`src/rtl/pgstk_pkg.sv`:
```
package pgstk_pkg;

  localparam int unsigned PAGE_W = 3;
  localparam int unsigned LEN_W  = 4;
  localparam int unsigned ENT_W  = PAGE_W + LEN_W;

  typedef enum logic [1:0] {
    OP_NONE   = 2'd0,
    OP_PUSH   = 2'd1,
    OP_POP    = 2'd2,
    OP_UNWIND = 2'd3
  } pageOp_e;

  typedef struct packed {
    logic [PAGE_W-1:0] page;
    logic [LEN_W-1:0]  len;
  } pageEntry_t;

  typedef struct packed {
    logic load;
    logic clear;
    logic push;
    logic pop;
    logic dec;
    logic setOvf;
  } stackStrobe_t;

endpackage

```
`src/rtl/pgstk_ctrl.sv`:
```
module pgstk_ctrl
  import pgstk_pkg::*;
#(
  parameter int unsigned DEPTH = 4,
  localparam int unsigned DW = $clog2(DEPTH + 1)
) (
  input  logic                 clk,
  input  logic                 rst_n,
  input  logic                 retire,
  input  logic [1:0]           cmdOp,
  input  logic                 branchTaken,
  input  logic                 csrWe,
  input  logic [DW-1:0]        depth,
  input  logic [LEN_W-1:0]     topLen,
  output stackStrobe_t         strobes
);

  pageOp_e opCode;
  logic    stackFull;
  logic    stackEmpty;
  logic    lenForever;
  logic    lenLast;

  assign opCode     = pageOp_e'(cmdOp);
  assign stackFull  = (depth == DW'(DEPTH));
  assign stackEmpty = (depth == '0);
  assign lenForever = (topLen == {LEN_W{1'b1}});
  assign lenLast    = (topLen <= LEN_W'(1));

  // Priority: CSR restore, then branch, then the retiring instruction.
  always_comb begin
    strobes = '0;
    if (csrWe) begin
      strobes.load = 1'b1;
    end else if (branchTaken) begin
      strobes.clear = 1'b1;
    end else if (retire) begin
      unique case (opCode)
        OP_PUSH: begin
          if (stackFull) strobes.setOvf = 1'b1;
          else           strobes.push   = 1'b1;
        end
        OP_POP: begin
          if (!stackEmpty) strobes.pop = 1'b1;
        end
        OP_UNWIND: begin
          strobes.clear = 1'b1;
        end
        default: begin
          if (!stackEmpty && !lenForever) begin
            if (lenLast) strobes.pop = 1'b1;
            else         strobes.dec = 1'b1;
          end
        end
      endcase
    end
  end

  // at most one state action per cycle
  p_one_action_r10: assert property (@(posedge clk) disable iff (!rst_n)
    $onehot0({strobes.load, strobes.clear, strobes.push, strobes.pop, strobes.dec}));

  // an idle cycle never alters the stack
  p_idle_quiet_r11: assert property (@(posedge clk) disable iff (!rst_n)
    (!retire && !csrWe && !branchTaken) |-> (strobes == '0));

endmodule

```
`src/rtl/pgstk_datapath.sv`:
```
module pgstk_datapath
  import pgstk_pkg::*;
#(
  parameter int unsigned DEPTH = 4,
  localparam int unsigned DW = $clog2(DEPTH + 1),
  localparam int unsigned STATE_W = DEPTH * ENT_W + DW
) (
  input  logic                 clk,
  input  logic                 rst_n,
  input  stackStrobe_t         strobes,
  input  logic [PAGE_W-1:0]    pushPage,
  input  logic [LEN_W-1:0]     pushLen,
  input  logic [STATE_W-1:0]   loadState,
  output logic [DW-1:0]        depth,
  output pageEntry_t           topEntry,
  output logic                 ovf,
  output logic [STATE_W-1:0]   stateImage
);

  pageEntry_t    stackQ [DEPTH];
  logic [DW-1:0] depthQ;
  logic          ovfQ;
  logic [DW-1:0] loadDepthRaw;
  logic [DW-1:0] loadDepthSat;

  assign loadDepthRaw = loadState[STATE_W-1 -: DW];
  assign loadDepthSat = (loadDepthRaw > DW'(DEPTH)) ? DW'(DEPTH) : loadDepthRaw;

  always_comb begin
    topEntry = '0;
    for (int i = 0; i < DEPTH; i++) begin
      if (DW'(i + 1) == depthQ) topEntry = stackQ[i];
    end
  end

  always_ff @(posedge clk) begin
    if (!rst_n) begin
      for (int i = 0; i < DEPTH; i++) stackQ[i] <= '0;
      depthQ <= '0;
      ovfQ   <= 1'b0;
    end else if (strobes.load) begin
      for (int i = 0; i < DEPTH; i++) stackQ[i] <= loadState[i*ENT_W +: ENT_W];
      depthQ <= loadDepthSat;
      ovfQ   <= 1'b0;
    end else begin
      if (strobes.clear) begin
        for (int i = 0; i < DEPTH; i++) stackQ[i] <= '0;
        depthQ <= '0;
      end else if (strobes.push) begin
        for (int i = 0; i < DEPTH; i++) begin
          if (DW'(i) == depthQ) begin
            stackQ[i].page <= pushPage;
            stackQ[i].len  <= pushLen;
          end
        end
        depthQ <= depthQ + DW'(1);
      end else if (strobes.pop) begin
        for (int i = 0; i < DEPTH; i++) begin
          if (DW'(i + 1) == depthQ) stackQ[i] <= '0;
        end
        depthQ <= depthQ - DW'(1);
      end else if (strobes.dec) begin
        for (int i = 0; i < DEPTH; i++) begin
          if (DW'(i + 1) == depthQ) stackQ[i].len <= stackQ[i].len - LEN_W'(1);
        end
      end
      if (strobes.setOvf) ovfQ <= 1'b1;
    end
  end

  for (genvar g = 0; g < DEPTH; g++) begin : g_image
    assign stateImage[g*ENT_W +: ENT_W] = stackQ[g];
  end
  assign stateImage[STATE_W-1 -: DW] = depthQ;

  assign depth = depthQ;
  assign ovf   = ovfQ;

  // depth stays within the stack
  p_depth_bound_r9: assert property (@(posedge clk) disable iff (!rst_n)
    depthQ <= DW'(DEPTH));

  // a push grows the stack by one
  p_push_grow_r2: assert property (@(posedge clk) disable iff (!rst_n)
    strobes.push |=> (depthQ == $past(depthQ) + DW'(1)));

  // a pop shrinks the stack by one
  p_pop_shrink_r4: assert property (@(posedge clk) disable iff (!rst_n)
    strobes.pop |=> (depthQ == $past(depthQ) - DW'(1)));

  // overflow is sticky until a load
  p_ovf_sticky_r3: assert property (@(posedge clk) disable iff (!rst_n)
    (ovfQ && !strobes.load) |=> ovfQ);

  // a permanent top entry keeps its length and place
  p_forever_len_r7: assert property (@(posedge clk) disable iff (!rst_n)
    ((depthQ != '0) && (topEntry.len == {LEN_W{1'b1}}) && !strobes.load &&
     !strobes.clear && !strobes.push && !strobes.pop)
    |=> ((topEntry.len == {LEN_W{1'b1}}) && (depthQ == $past(depthQ))));

endmodule

```
`src/rtl/page_stack_ctl.sv`:
```
module page_stack_ctl
  import pgstk_pkg::*;
#(
  parameter int unsigned DEPTH = 4,
  localparam int unsigned DW = $clog2(DEPTH + 1),
  localparam int unsigned STATE_W = DEPTH * ENT_W + DW
) (
  input  logic                 clk,
  input  logic                 rst_n,
  input  logic                 retire,
  input  logic [1:0]           cmdOp,
  input  logic [PAGE_W-1:0]    cmdPage,
  input  logic [LEN_W-1:0]     cmdLen,
  input  logic                 branchTaken,
  input  logic                 csrWe,
  input  logic [STATE_W-1:0]   csrWdata,
  output logic [STATE_W:0]     csrRdata,
  output logic [PAGE_W-1:0]    subpage,
  output logic                 altActive,
  output logic                 overflow
);

  stackStrobe_t     strobes;
  logic [DW-1:0]    depth;
  pageEntry_t       topEntry;
  logic             ovf;
  logic [STATE_W-1:0] stateImage;

  pgstk_ctrl #(.DEPTH(DEPTH)) u_ctrl (
    .clk         (clk),
    .rst_n       (rst_n),
    .retire      (retire),
    .cmdOp       (cmdOp),
    .branchTaken (branchTaken),
    .csrWe       (csrWe),
    .depth       (depth),
    .topLen      (topEntry.len),
    .strobes     (strobes)
  );

  pgstk_datapath #(.DEPTH(DEPTH)) u_data (
    .clk        (clk),
    .rst_n      (rst_n),
    .strobes    (strobes),
    .pushPage   (cmdPage),
    .pushLen    (cmdLen),
    .loadState  (csrWdata),
    .depth      (depth),
    .topEntry   (topEntry),
    .ovf        (ovf),
    .stateImage (stateImage)
  );

  assign csrRdata  = {ovf, stateImage};
  assign altActive = (depth != '0);
  assign subpage   = topEntry.page;
  assign overflow  = ovf;

  // a branch without a CSR write empties the stack
  p_branch_clear_r8: assert property (@(posedge clk) disable iff (!rst_n)
    (branchTaken && !csrWe) |=> !altActive);

  // no alternate page means subpage zero
  p_idle_page_r11: assert property (@(posedge clk) disable iff (!rst_n)
    !altActive |-> (subpage == '0));

  // a CSR write lands its entries in one cycle
  p_restore_r10: assert property (@(posedge clk) disable iff (!rst_n)
    csrWe |=> (csrRdata[DEPTH*ENT_W-1:0] == $past(csrWdata[DEPTH*ENT_W-1:0])));

endmodule

```
`config.mk`:
```
export PLATFORM = sky130hd
export DESIGN_NAME = page_stack_ctl
export DESIGN_NICKNAME = d
export VERILOG_FILES = /design/src/rtl/pgstk_pkg.sv /design/src/rtl/pgstk_ctrl.sv /design/src/rtl/pgstk_datapath.sv /design/src/rtl/page_stack_ctl.sv
export SDC_FILE = /design/constraint.sdc
export NUM_CORES = 1
export LEC_CHECK = 0
export BUFFER_PORTS_ARGS = -buffer_cell sky130_fd_sc_hd__buf_4
export CAP_MARGIN = 20
export CORE_ASPECT_RATIO = 0.75
export CORE_UTILIZATION = 51
export CTS_CLUSTER_DIAMETER = 200
export DETAILED_ROUTE_END_ITERATION = 10
export GPL_TIMING_DRIVEN = 1
export PLACE_DENSITY = 0.85
export SETUP_SLACK_MARGIN = 0.02
export SYNTH_ARGS = -nofsm -noshare
export SYNTH_HDL_FRONTEND = slang
export SYNTH_SLANG_ARGS = --single-unit
```
`constraint.sdc`:
```
create_clock -name clk -period 9.91 [get_ports clk]
set_clock_uncertainty 0.1 [all_clocks]
set_input_delay 1.4865 -clock clk [delete_from_list [all_inputs] [get_ports clk]]
set_output_delay 1.4865 -clock clk [all_outputs]
set_load 0.01 [all_outputs]
```
==> run summary, run 1 <==
* 45.8% — Flop pwr share
* finished clean — status
* 28.4% — Area Growth Syn to Fin
* 0.238 GHz — Fmax achieved
* 10 — maximum fanout along the worst path
* 0 — number of buffers inserted for hold repair after clock tree synthesis
* 0.113 mW — Switch Pwr
* no — setup repair after global routing missed its margin
* 54.2% — initial standard-cell utilization of the core
* 0 — initial antenna violation count
* 1 — Hold Path Stages
* 2 — Longest Clk Path Bufs
* 2 — H-tree levels
* 5 — first-pass iteration count of the detailed router
* sky130_fd_sc_hd__clkbuf_8 — clk root buf
* 32 — clock sink count
* 12100 µm — first-pass GRT wire length
* 0 — total global routing overflow
* 6.35 — post-DR vias/cell
* 82.3 µm — horizontal die dimension
* 1510 µm² — area taken by multi-input logic gates
* 0 — max-capacitance violation count
* 21 — number of enable-type register cells in the synthesized netlist
* 379 — layout filler cell count
* 82 — top-level port count
* 26.5% — clock network power share
* 31.7% — all-layer global routing usage
* 0 — number of nets still failing antenna checks after routing
* built — TritonCTS clock tree
* 261 — Iteration-0 DRC Markers
* 851 µm² — Register Area
* 2615 — total via count after detailed routing
* 44.4% — met1 Resource Use GR
* 5.71 ns — R2R Setup Slk
* 31.2% — Net Sw Frac
* 0 — Max Slew Vio Count
* 412 — final cell count without fillers
* met2 — grt peak-use layer
* 7600 µm — post-detailed-routing wire length
* 5 — cts bufs inserted
* 32 — register bit total from synthesis
* 0 — post-CTS setup buffers
* 21 — number of standard-cell rows in the floorplan
* 277 — gate count of the mapped netlist
* sky130_fd_sc_hd__buf_4 — most common cell after layout, fill and taps aside
* 0 — number of endpoints failing setup at the final stage
* 60 — number of different library cells in the post-synthesis netlist
* 0 — final routed DRC violation total
* 0 — count of endpoints failing hold in the final timing report
* 5120 µm² — overall die area
* 8.89 µm² — average footprint of a synthesized cell
* 7.79% — global-route track usage on met3
* 5980 µm — sum of net half-perimeters after detailed placement
* 9.84 ns — critical path required time
* register — category of the worst setup path capture point
* 0.248 mW — internal power consumption
* input pin to register — Setup Crit Path Kind
* 24 — pin count of the biggest net entering global routing
* 2460 µm² — post-synthesis instance area
* 0.29 ns — clock latency on the worst-skew pair
* 332 — Post-Syn Nets
* 0 — Yosys warnings
* 0.404 ns — Fin Hold WS
* 0.972 — RePlAce Congestion
* 81 — count of buffers inserted at the top-level ports
* register to register — Hold Path Class
* 114 nW/µm² — total power per unit cell area
* 0.07 ns — clock transition time at the flip-flop clock pins of the worst setup and hold paths
* 62.2 µm — floorplan die height
* 73.9 µV — maximum vdd ir drop
* 0 ns — setup tns final
* 42.5% — fraction of the cycle the final worst path needs
* 1.34 nW — standby leakage power
* input pin — element type at the critical path start
* 18.4 µm — post-detailed-route wirelength per cell
* 0 — number of antenna cells inserted
* u_data.ovf — beginning of the worst hold path
* 0% — fraction of registers with async set/reset
* 0 — number of gates resized after CTS
* 27.6% — relative contribution of combinational cells to total power
* 4.14 ns — CP Data Arrival Time
* 409 — Total Nets Final
* u_data.depth[2] — startpoint of the worst register-to-register path
* 36.9% — normalized max-slew margin
* 0.940 ns — slew at the pin with the worst max-slew slack
* u_data.stackQ[2][1] — critical register-to-register path endpoint
* 81 x sky130_fd_sc_hd__buf_4, 21 x sky130_fd_sc_hd__nor2_1, 21 x sky130_fd_sc_hd__nand2_1, 21 x sky130_fd_sc_hd__edfxtp_1, 19 x sky130_fd_sc_hd__o21ai_0 — commonest cells after routing, fill and taps aside
* 4550 µm² — core area
* 27.3% — fraction of layout instances using a drive strength above 1
* 4.21 ns — time the worst path needs with I/O delays and setup
* sky130_fd_sc_hd__edfxtp_1 — most frequently used flop master after synthesis
* 47.8% — GR Util met2
* u_data.ovf — end of the worst hold path
* 9 — r2r worst-path depth
* 34.5% — sequential area share after synthesis
* 404 — post-placement cell count
* 2514 — vias in the first global route
[worst max path at each step]
stage              from                   to  slack, ns  cells past startpoint
2_1_floorplan  cmdOp[0]  u_data.stackQ[2][0]       6.17                      6
3_3_place_gp   cmdOp[0]  u_data.stackQ[2][0]       5.63                      7
3_5_place_dp   cmdOp[0]  u_data.stackQ[2][1]       5.50                      7
4_1_cts        cmdOp[0]  u_data.stackQ[2][1]       5.80                      7
5_1_grt        cmdOp[0]  u_data.stackQ[2][1]       5.53                      7
6_report       cmdOp[0]  u_data.stackQ[2][1]       5.70                      7
[metrics by stage]
step	instance area [µm²]	worst slack, ns	power [mW]	util, %
2_1_floorplan	2460	6.17	0.218	-
3_3_place_gp	3080	5.63	0.264	67.8
3_5_place_dp	3080	5.50	0.266	67.8
4_1_cts	3160	5.80	0.360	69.6
5_1_grt	3160	5.53	0.378	69.6
6_report	3160	5.70	0.361	69.6
[critical path, cell delays in order]
cell                        delay (ns)
sky130_fd_sc_hd__buf_4            0.14
sky130_fd_sc_hd__a311oi_1         0.81
sky130_fd_sc_hd__nand2_1          0.36
sky130_fd_sc_hd__o2bb2ai_1        0.27
sky130_fd_sc_hd__nor3b_4          0.52
sky130_fd_sc_hd__nor2_4           0.15
sky130_fd_sc_hd__a221o_1          0.39
[cell families (layout without fill, tap and decap cells)]
family	Yosys count	count (layout)	share of synthesized area, %
compound gates	102	102	29.5
xor+xnor	8	8	2.84
fa+ha+maj	10	10	5.08
buf+inv	23	101	4.32
flops	32	32	34.5
mux	3	3	1.22
simple gates	99	99	22.6
[power by group through the flow]
stage	Sequential, mW	Clock [mW]	Combinational (mW)
6_report	0.166	0.0959	0.0998
5_1_grt	0.167	0.102	0.109
4_1_cts	0.165	0.0958	0.0986
3_5_place_dp	0.168	0	0.0978
3_3_place_gp	0.167	0	0.0965
2_1_floorplan	0.168	0	0.0494
[cell usage after synthesis, types with 2 or more instances]
cell type,number,share of area [%]
sky130_fd_sc_hd__buf_6,2,0.91
sky130_fd_sc_hd__a32oi_1,2,0.71
sky130_fd_sc_hd__o211a_1,3,1.2
sky130_fd_sc_hd__xnor2_1,5,1.8
sky130_fd_sc_hd__nand3b_1,7,2.1
sky130_fd_sc_hd__o21bai_1,2,0.61
sky130_fd_sc_hd__nor3_1,7,1.4
sky130_fd_sc_hd__nand3_1,4,0.81
sky130_fd_sc_hd__o21ai_0,19,3.9
sky130_fd_sc_hd__xor2_1,3,1.1
sky130_fd_sc_hd__and3_1,2,0.51
sky130_fd_sc_hd__inv_1,12,1.8
sky130_fd_sc_hd__a21oi_1,16,3.3
sky130_fd_sc_hd__clkbuf_1,7,1.1
sky130_fd_sc_hd__dfxtp_1,11,8.9
sky130_fd_sc_hd__a221o_1,5,2.0
sky130_fd_sc_hd__a31oi_1,2,0.51
sky130_fd_sc_hd__a22o_1,7,2.5
sky130_fd_sc_hd__nor3_2,2,0.81
sky130_fd_sc_hd__nand2b_1,6,1.5
sky130_fd_sc_hd__nor2b_1,13,3.3
sky130_fd_sc_hd__nand2_1,21,3.2
sky130_fd_sc_hd__o22ai_1,3,0.76
sky130_fd_sc_hd__a22oi_1,18,5.5
sky130_fd_sc_hd__edfxtp_1,21,26
sky130_fd_sc_hd__a311oi_1,2,0.71
sky130_fd_sc_hd__and2_1,2,0.51
sky130_fd_sc_hd__o31ai_1,3,0.91
sky130_fd_sc_hd__o21a_1,5,1.5
sky130_fd_sc_hd__nor2_1,21,3.2
sky130_fd_sc_hd__mux2i_1,3,1.2
sky130_fd_sc_hd__ha_1,10,5.1
sky130_fd_sc_hd__a221oi_1,4,1.4
[flip-flops by register name, indices dropped and copies added (netlist names)]
name,flops
u_data.stackQ,28
u_data.depth,3
u_data.ovf,1
[layout make-up]
cell class                 count  share of cell area [%]
timing repair buffer          81                    19.2
clock inverter                 3                   0.435
tap                           57                    2.25
multi-input combinational    222                    47.6
clock buffer                   5                    2.17
sequential                    32                    26.9
inverter                      12                    1.42
[layer usage]
layer | share of wire, % | up-vias
met5 | 0 | -
met2 | 44 | 170
met1 | 42 | 1210
met3 | 11 | 20
met4 | 1.9 | 0
li1 | - | 1215
(Power assumes the default switching activity.)
==> run 2: changes to the inputs <==
--- a/config.mk
+++ b/config.mk
@@ -5,14 +5,15 @@
 export SDC_FILE = /design/constraint.sdc
 export NUM_CORES = 1
 export LEC_CHECK = 0
+export ABC_AREA = 1
 export BUFFER_PORTS_ARGS = -buffer_cell sky130_fd_sc_hd__buf_4
 export CAP_MARGIN = 20
 export CORE_ASPECT_RATIO = 0.75
-export CORE_UTILIZATION = 51
+export CORE_UTILIZATION = 46
 export CTS_CLUSTER_DIAMETER = 200
 export DETAILED_ROUTE_END_ITERATION = 10
 export GPL_TIMING_DRIVEN = 1
-export PLACE_DENSITY = 0.85
+export PLACE_DENSITY = 0.81
 export SETUP_SLACK_MARGIN = 0.02
 export SYNTH_ARGS = -nofsm -noshare
 export SYNTH_HDL_FRONTEND = slang
==> constraint.sdc (replaced) <==
create_clock -name clk -period 3.6 [get_ports clk]
set_clock_uncertainty 0.1 [all_clocks]
set_input_delay 0.54 -clock clk [delete_from_list [all_inputs] [get_ports clk]]
set_output_delay 0.54 -clock clk [all_outputs]
set_load 0.01 [all_outputs]
==> run 2 against run 1 <==
- register-to-register slack got worse by 5.4 ns
- sequential power increased to 2.7 times the previous value
- critical endpoint is now u_data.stackQ[2][2]
- global-route usage decreased by 4.3 points
- routed wire length decreased by 2.4%
- largest cell class unchanged
==> run summary, run 2 <==
* 331 — gate count of the mapped netlist
* 5950 µm — sum of net half-perimeters after detailed placement
* 0.308 GHz — Fmax achieved
* 4.52% — global-route track usage on met3
* 0 — number of endpoints failing setup at the final stage
* 2 — Longest Clk Path Bufs
* 0 — Max Slew Vio Count
* 1.10 mW — Total Power
* 7420 µm — post-detailed-routing wire length
* 28.4% — fraction of layout instances using a drive strength above 1
* 42.7% — GR Util met2
* register to register — Setup Crit Path Kind
* u_data.stackQ — register ranked first by flip-flop count
* register — element type at the critical path start
* u_data.depth[2] — Crit. Startpoint
* 0.712 ns — slew at the pin with the worst max-slew slack
* 0 — post-CTS setup buffers
* 65.4 µm — floorplan die height
* 0 — number of antenna cells inserted
* sky130_fd_sc_hd__clkbuf_8 — clk root buf
* 27.4% — all-layer global routing usage
* 18 — maximum fanout along the worst path
* sky130_fd_sc_hd__edfxtp_1 — largest area contributor in the netlist
* 7.45 µm² — average footprint of a synthesized cell
* 28 — flip-flop count of the largest register after layout
* 386 — Post-Syn Nets
* 32 — clock sink count
* 341 nW/µm² — total power per unit cell area
* met2 — grt peak-use layer
* 86.5 µm — horizontal die dimension
* 212 µV — maximum vdd ir drop
* sky130_fd_sc_hd__edfxtp_1 26%, sky130_fd_sc_hd__nand2_1 12%, sky130_fd_sc_hd__dfxtp_1 8.9% — Synth area leaders
* 0 — initial antenna violation count
* 0 — max-capacitance violation count
* u_data.stackQ[2][2] — end of the critical path
* 0.28 ns — clock latency on the worst-skew pair
* 32 — register bit total from synthesis
* 2604 — total via count after detailed routing
* sky130_fd_sc_hd__nand3_1 — cell occurring most often along the worst timing path
* 2470 µm² — post-synthesis instance area
* 3.13 ns — CP Data Arrival Time
* 22 — number of standard-cell rows in the floorplan
* 13 — r2r worst-path depth
* 0 — final routed DRC violation total
* 0.450 ns — pre-CTS setup slack
* 0.935 — RePlAce Congestion
* no — setup repair after global routing missed its margin
* 0 — number of buffers inserted for hold repair after clock tree synthesis
* 40.3% — met1 Resource Use GR
* 0 — total global routing overflow
* sky130_fd_sc_hd__dfxtp_1 — slowest cell on the critical path
* 25.6% — Synth top area share
* sky130_fd_sc_hd__nand2_1 — most common cell after layout, fill and taps aside
* 81 — count of buffers inserted at the top-level ports
* 0.36 ns — R2R Setup Slk
* register — category of the worst setup path capture point
* 0.07 ns — clock transition time at the flip-flop clock pins of the worst setup and hold paths
* 5 — cts bufs inserted
* 0% — fraction of registers with async set/reset
* 90.1% — fraction of the cycle the final worst path needs
* 3.24 ns — time the worst path needs with I/O delays and setup
* 23 — pin count of the biggest net entering global routing
* u_data.stackQ[2][2] — critical register-to-register path endpoint
* register to register — Hold Path Class
* 82 x sky130_fd_sc_hd__nand2_1, 47 x sky130_fd_sc_hd__inv_1, 33 x sky130_fd_sc_hd__nand3_1 — commonest cells in the netlist
* 0 — Yosys warnings
* 0 — number of gates resized after CTS
* 30.3% — Area Growth Syn to Fin
* 0.355 ns — worst path setup slack after routing
* 3.48 ns — critical path required time
* 466 — Total Nets Final
* 52.5% — normalized max-slew margin
* finished clean — status
* sky130_fd_sc_hd__nand2_1 — most numerous cell in the Yosys netlist
* 35 — number of different library cells in the post-synthesis netlist
* 5010 µm² — core area
* 0 ns — setup tns final
* 0 — count of endpoints failing hold in the final timing report
* 1.58 nW — standby leakage power
* 21 — number of enable-type register cells in the synthesized netlist
* sky130_fd_sc_hd__edfxtp_1 — most frequently used flop master after synthesis
* 82 x sky130_fd_sc_hd__nand2_1, 81 x sky130_fd_sc_hd__buf_4, 47 x sky130_fd_sc_hd__inv_1 — commonest cells after routing, fill and taps aside
* inv_2 > ha_1 > inv_1 > nand3_1 > a21oi_2 > nand3_1 > nand3_2 > nor2_2 > nand3_1 > nand3_2 > nor2_4 > nand2_1 > nand3_1 — cells traversed along the worst timing path
* u_data.depth[2] — startpoint of the worst register-to-register path
* 15.3 µm — post-detailed-route wirelength per cell
* built — TritonCTS clock tree
* 82 — top-level port count
* 49.2% — initial standard-cell utilization of the core
* 253 — Iteration-0 DRC Markers
* 0 — number of nets still failing antenna checks after routing
* 7 — first-pass iteration count of the detailed router
* 11800 µm — first-pass GRT wire length
* 2 — H-tree levels
* 5.38 — post-DR vias/cell
* 5660 µm² — overall die area
* 64.1% — final design utilization
* 34.5% — sequential area share after synthesis
* 2351 — vias in the first global route
* 0.53 ns — slowest stage delay, CP
-- run 2: cell types whose count changed in the layout (fill, tap and decap cells not counted), sizes merged, moves of 4 or more --
cell	previous run	this run
nor2b	13	0
nand3b	7	0
nand4	1	7
a221o	5	0
o221ai	0	10
nand2b	6	0
a22o	7	0
nand2	21	89
a22oi	18	0
a221oi	4	0
inv	12	51
nand3	4	36
o21a	5	0
-- run 2: report_power, final --
group          switching (mW)  internal, mW
logic                   0.157         0.130
clock network           0.133         0.223
registers              0.0310         0.422
-- run 2: final cells by class --
type | instances | area [µm²]
fill | 447 | 1800
multi-input combinational | 240 | 1360
sequential | 32 | 851
timing repair buffer | 81 | 608
inverter | 51 | 191
tap | 72 | 90.1
clock buffer | 6 | 82.6
clock inverter | 2 | 33.8
-- run 2: metrics by stage --
step | cells | instance area [µm²] | hold WS (ns)
floorplan | 331 | 2470 | 0.382
global placement | 476 | 3100 | 0.355
detailed placement | 476 | 3100 | 0.367
CTS | 484 | 3210 | 0.377
global route | 484 | 3210 | 0.421
finish | 484 | 3210 | 0.373
-- run 2: metal layers --
layer	vias to the layer above	part of all wire [%]
met4	0	0.63
met1	1185	47
li1	1276	-
met2	132	44
met3	11	8.4
met5	-	0
-- run 2: worst max-delay path, delay by kind of cell, from the launching register on --
kind,cells,cell delay [ns]
buffers and inverters,2,0.44
adder cells (fa/ha/maj),1,0.27
flip-flops,1,0.53
AND/OR/NAND/NOR,9,1.40
AO/OA/AOI/OAI,1,0.20
-- run 2: kinds of logic after synthesis --
kind of cell / after synthesis / synth area share [%]
compound gates: 58 / 16.0
xor+xnor: 10 / 3.55
fa+ha+maj: 10 / 5.07
buf+inv: 59 / 10.5
flops: 32 / 34.5
simple gates: 162 / 30.3
-- run 2: how the worst min path moves through the flow --
stage                        startpoint                   to  slack, ns  depth (start not counted)
finish                       u_data.ovf           u_data.ovf       0.37                          2
global placement             u_data.ovf           u_data.ovf       0.35                          2
floorplan                    u_data.ovf           u_data.ovf       0.38                          2
global route        u_data.stackQ[0][3]  u_data.stackQ[0][3]       0.42                          2
detailed placement           u_data.ovf           u_data.ovf       0.37                          2
CTS                          u_data.ovf           u_data.ovf       0.38                          2
==> run 3: changes to the inputs <==
--- a/config.mk
+++ b/config.mk
@@ -6,14 +6,14 @@
 export NUM_CORES = 1
 export LEC_CHECK = 0
 export ABC_AREA = 1
-export BUFFER_PORTS_ARGS = -buffer_cell sky130_fd_sc_hd__buf_4
+export BUFFER_PORTS_ARGS = -buffer_cell sky130_fd_sc_hd__buf_2
 export CAP_MARGIN = 20
 export CORE_ASPECT_RATIO = 0.75
-export CORE_UTILIZATION = 46
+export CORE_UTILIZATION = 51
 export CTS_CLUSTER_DIAMETER = 200
 export DETAILED_ROUTE_END_ITERATION = 10
 export GPL_TIMING_DRIVEN = 1
-export PLACE_DENSITY = 0.81
+export PLACE_DENSITY = 0.85
 export SETUP_SLACK_MARGIN = 0.02
 export SYNTH_ARGS = -nofsm -noshare
 export SYNTH_HDL_FRONTEND = slang
==> constraint.sdc (replaced) <==
create_clock -name clk -period 3.5 [get_ports clk]
set_clock_uncertainty 0.1 [all_clocks]
set_input_delay 0.525 -clock clk [delete_from_list [all_inputs] [get_ports clk]]
set_output_delay 0.525 -clock clk [all_outputs]
set_load 0.01 [all_outputs]
==> run 3 against run 2 <==
- hold slack got worse by 0.0032 ns
- via count increased by 5.2%
- utilization increased by 1.6 points
- sequential cell count unchanged
- routed wire length increased by 1.0%
- global-route usage increased by 3.2 points
- power decreased by 1.4%
- fmax increased by 1.3%
- clock power decreased by 1%
- first-iteration DRC count increased by 68%
==> run summary, run 3 (synthesis gave the netlist of run 2 again) <==
* 21.3% — Area Growth Syn to Fin
* 28 — flip-flop count of the largest register after layout
* 0.332 mW — Switch Pwr
* 0 — number of endpoints failing setup at the final stage
* 4550 µm² — core area
* 0 — total global routing overflow
* finished clean — status
* 21 — number of standard-cell rows in the floorplan
* 30.8% — Net Sw Frac
* 2 — H-tree levels
* 0.07 ns — clock transition time at the flip-flop clock pins of the worst setup and hold paths
* 2 — crit path buf inv count
* 11900 µm — first-pass GRT wire length
* 0.29 ns — clock latency on the worst-skew pair
* 82 x sky130_fd_sc_hd__nand2_1, 81 x sky130_fd_sc_hd__buf_2, 47 x sky130_fd_sc_hd__inv_1 — commonest cells after routing, fill and taps aside
* 0 — number of buffers inserted for hold repair after clock tree synthesis
* 0 — initial antenna violation count
* 0.312 GHz — Fmax achieved
* 18 — maximum fanout along the worst path
* 0 — number of gates resized after CTS
* 470 — final cell count without fillers
* 3270 µm — met2 wire length
* 7490 µm — post-detailed-routing wire length
* 91.5% — fraction of the cycle the final worst path needs
* 62.2 µm — floorplan die height
* 5120 µm² — overall die area
* 281 µV — maximum vdd ir drop
* register to register — Hold Path Class
* 82 — top-level port count
* 0 — Max Slew Vio Count
* 0.748 mW — internal power consumption
* 30.6% — all-layer global routing usage
* 28.6% — fraction of layout instances using a drive strength above 1
* 1.08 mW — Total Power
* no — setup repair after global routing missed its margin
* 5940 µm — sum of net half-perimeters after detailed placement
* 424 — Iteration-0 DRC Markers
* 52.3% — normalized max-slew margin
* 82.3 µm — horizontal die dimension
* 6 — first-pass iteration count of the detailed router
* 32.5% — clock network power share
* 0.370 ns — Fin Hold WS
* 0 — count of endpoints failing hold in the final timing report
* 5.83 — post-DR vias/cell
* 24.6% — relative contribution of combinational cells to total power
* 3130 µm — wire length on met1
* built — TritonCTS clock tree
* register — category of the worst setup path capture point
* 0 — final routed DRC violation total
* 23 — pin count of the biggest net entering global routing
* 2 — Longest Clk Path Bufs
* 892 µm — WL met3
* 467 — Total Nets Final
* 3.09 ns — CP Data Arrival Time
* 2740 — total via count after detailed routing
* u_data.stackQ — register ranked first by flip-flop count
* simple AND/OR/NAND/NOR gates — family with the most delay on the worst path
* 1.53 nW — standby leakage power
* 0 — number of antenna cells inserted
* 0.51 ns — slowest stage delay, CP
* sky130_fd_sc_hd__dfxtp_1 — slowest cell on the critical path
* sky130_fd_sc_hd__clkbuf_8 — clk root buf
* register to register — Setup Crit Path Kind
* 2525 — vias in the first global route
* 0 ns — setup tns final
* 0.982 — RePlAce Congestion
* 3.20 ns — time the worst path needs with I/O delays and setup
* 0 — number of nets still failing antenna checks after routing
* 0.715 ns — slew at the pin with the worst max-slew slack
* 42.9% — Flop pwr share
* 65.8% — final design utilization
* 54.3% — initial standard-cell utilization of the core
* 462 — post-placement cell count
* 32 — clock sink count
* sky130_fd_sc_hd__nand2_1 — most common cell after layout, fill and taps aside
* sky130_fd_sc_hd__nand3_1 — cell occurring most often along the worst timing path
* 3.39 ns — critical path required time
* 5 — cts bufs inserted
* 361 nW/µm² — total power per unit cell area
* 81 — count of buffers inserted at the top-level ports
* 0 — post-CTS setup buffers
* 0 — max-capacitance violation count
* inv_2 > ha_1 > inv_1 > nand3_1 > a21oi_2 > nand3_1 > nand3_2 > nor2_2 > nand2_1 > nand3_2 > nor2_4 > nand2_1 > nand3_1 — cells traversed along the worst timing path
* met4 — highest metal layer used by the detailed router
* 15.9 µm — post-detailed-route wirelength per cell
* register — element type at the critical path start
[run 3: power groups by stage]
stage	logic [mW]	clock network [mW]	registers [mW]
6_report	0.266	0.351	0.464
5_1_grt	0.294	0.367	0.468
4_1_cts	0.263	0.355	0.463
3_5_place_dp	0.260	0	0.471
3_3_place_gp	0.255	0	0.470
2_1_floorplan	0.152	0	0.479
[run 3: layout make-up]
class	count	area, µm²
tap	57	71.3
multi-input combinational	240	1360
fill	410	1560
clock inverter	2	35.0
sequential	32	851
clock buffer	6	72.6
inverter	51	191
timing repair buffer	82	413
[run 3: worst paths after layout]
kind / from / to / slack, ns / cells after the start
worst max register to register: u_data.depth[2] / u_data.stackQ[2][1] / 0.30 / 13
worst min-delay path: u_data.ovf / u_data.ovf / 0.37 / 2
worst min register to register: u_data.ovf / u_data.ovf / 0.37 / 2
worst max-delay path: u_data.depth[2] / u_data.stackQ[2][1] / 0.30 / 13
[run 3: per-stage QoR]
step | worst slack (ns) | instance area [µm²]
CTS | 0.356 | 2990
global placement | 0.536 | 2880
floorplan | 0.754 | 2470
finish | 0.298 | 2990
detailed placement | 0.373 | 2880
global route | 0.0740 | 2990
[run 3: routing by layer]
layer | GRT usage, % | vias to the layer above
met1 | 43.1 | 1245
met2 | 44.6 | 190
met3 | 7.50 | 30
met4 | 11.4 | 0
met5 | 0 | -
li1 | - | 1275
[run 3: tightest hold or removal path, stage by stage, from the launching register on]
cell,delay [ns]
sky130_fd_sc_hd__dfxtp_1,0.32
sky130_fd_sc_hd__inv_1,0.06
sky130_fd_sc_hd__a21oi_1,0.05
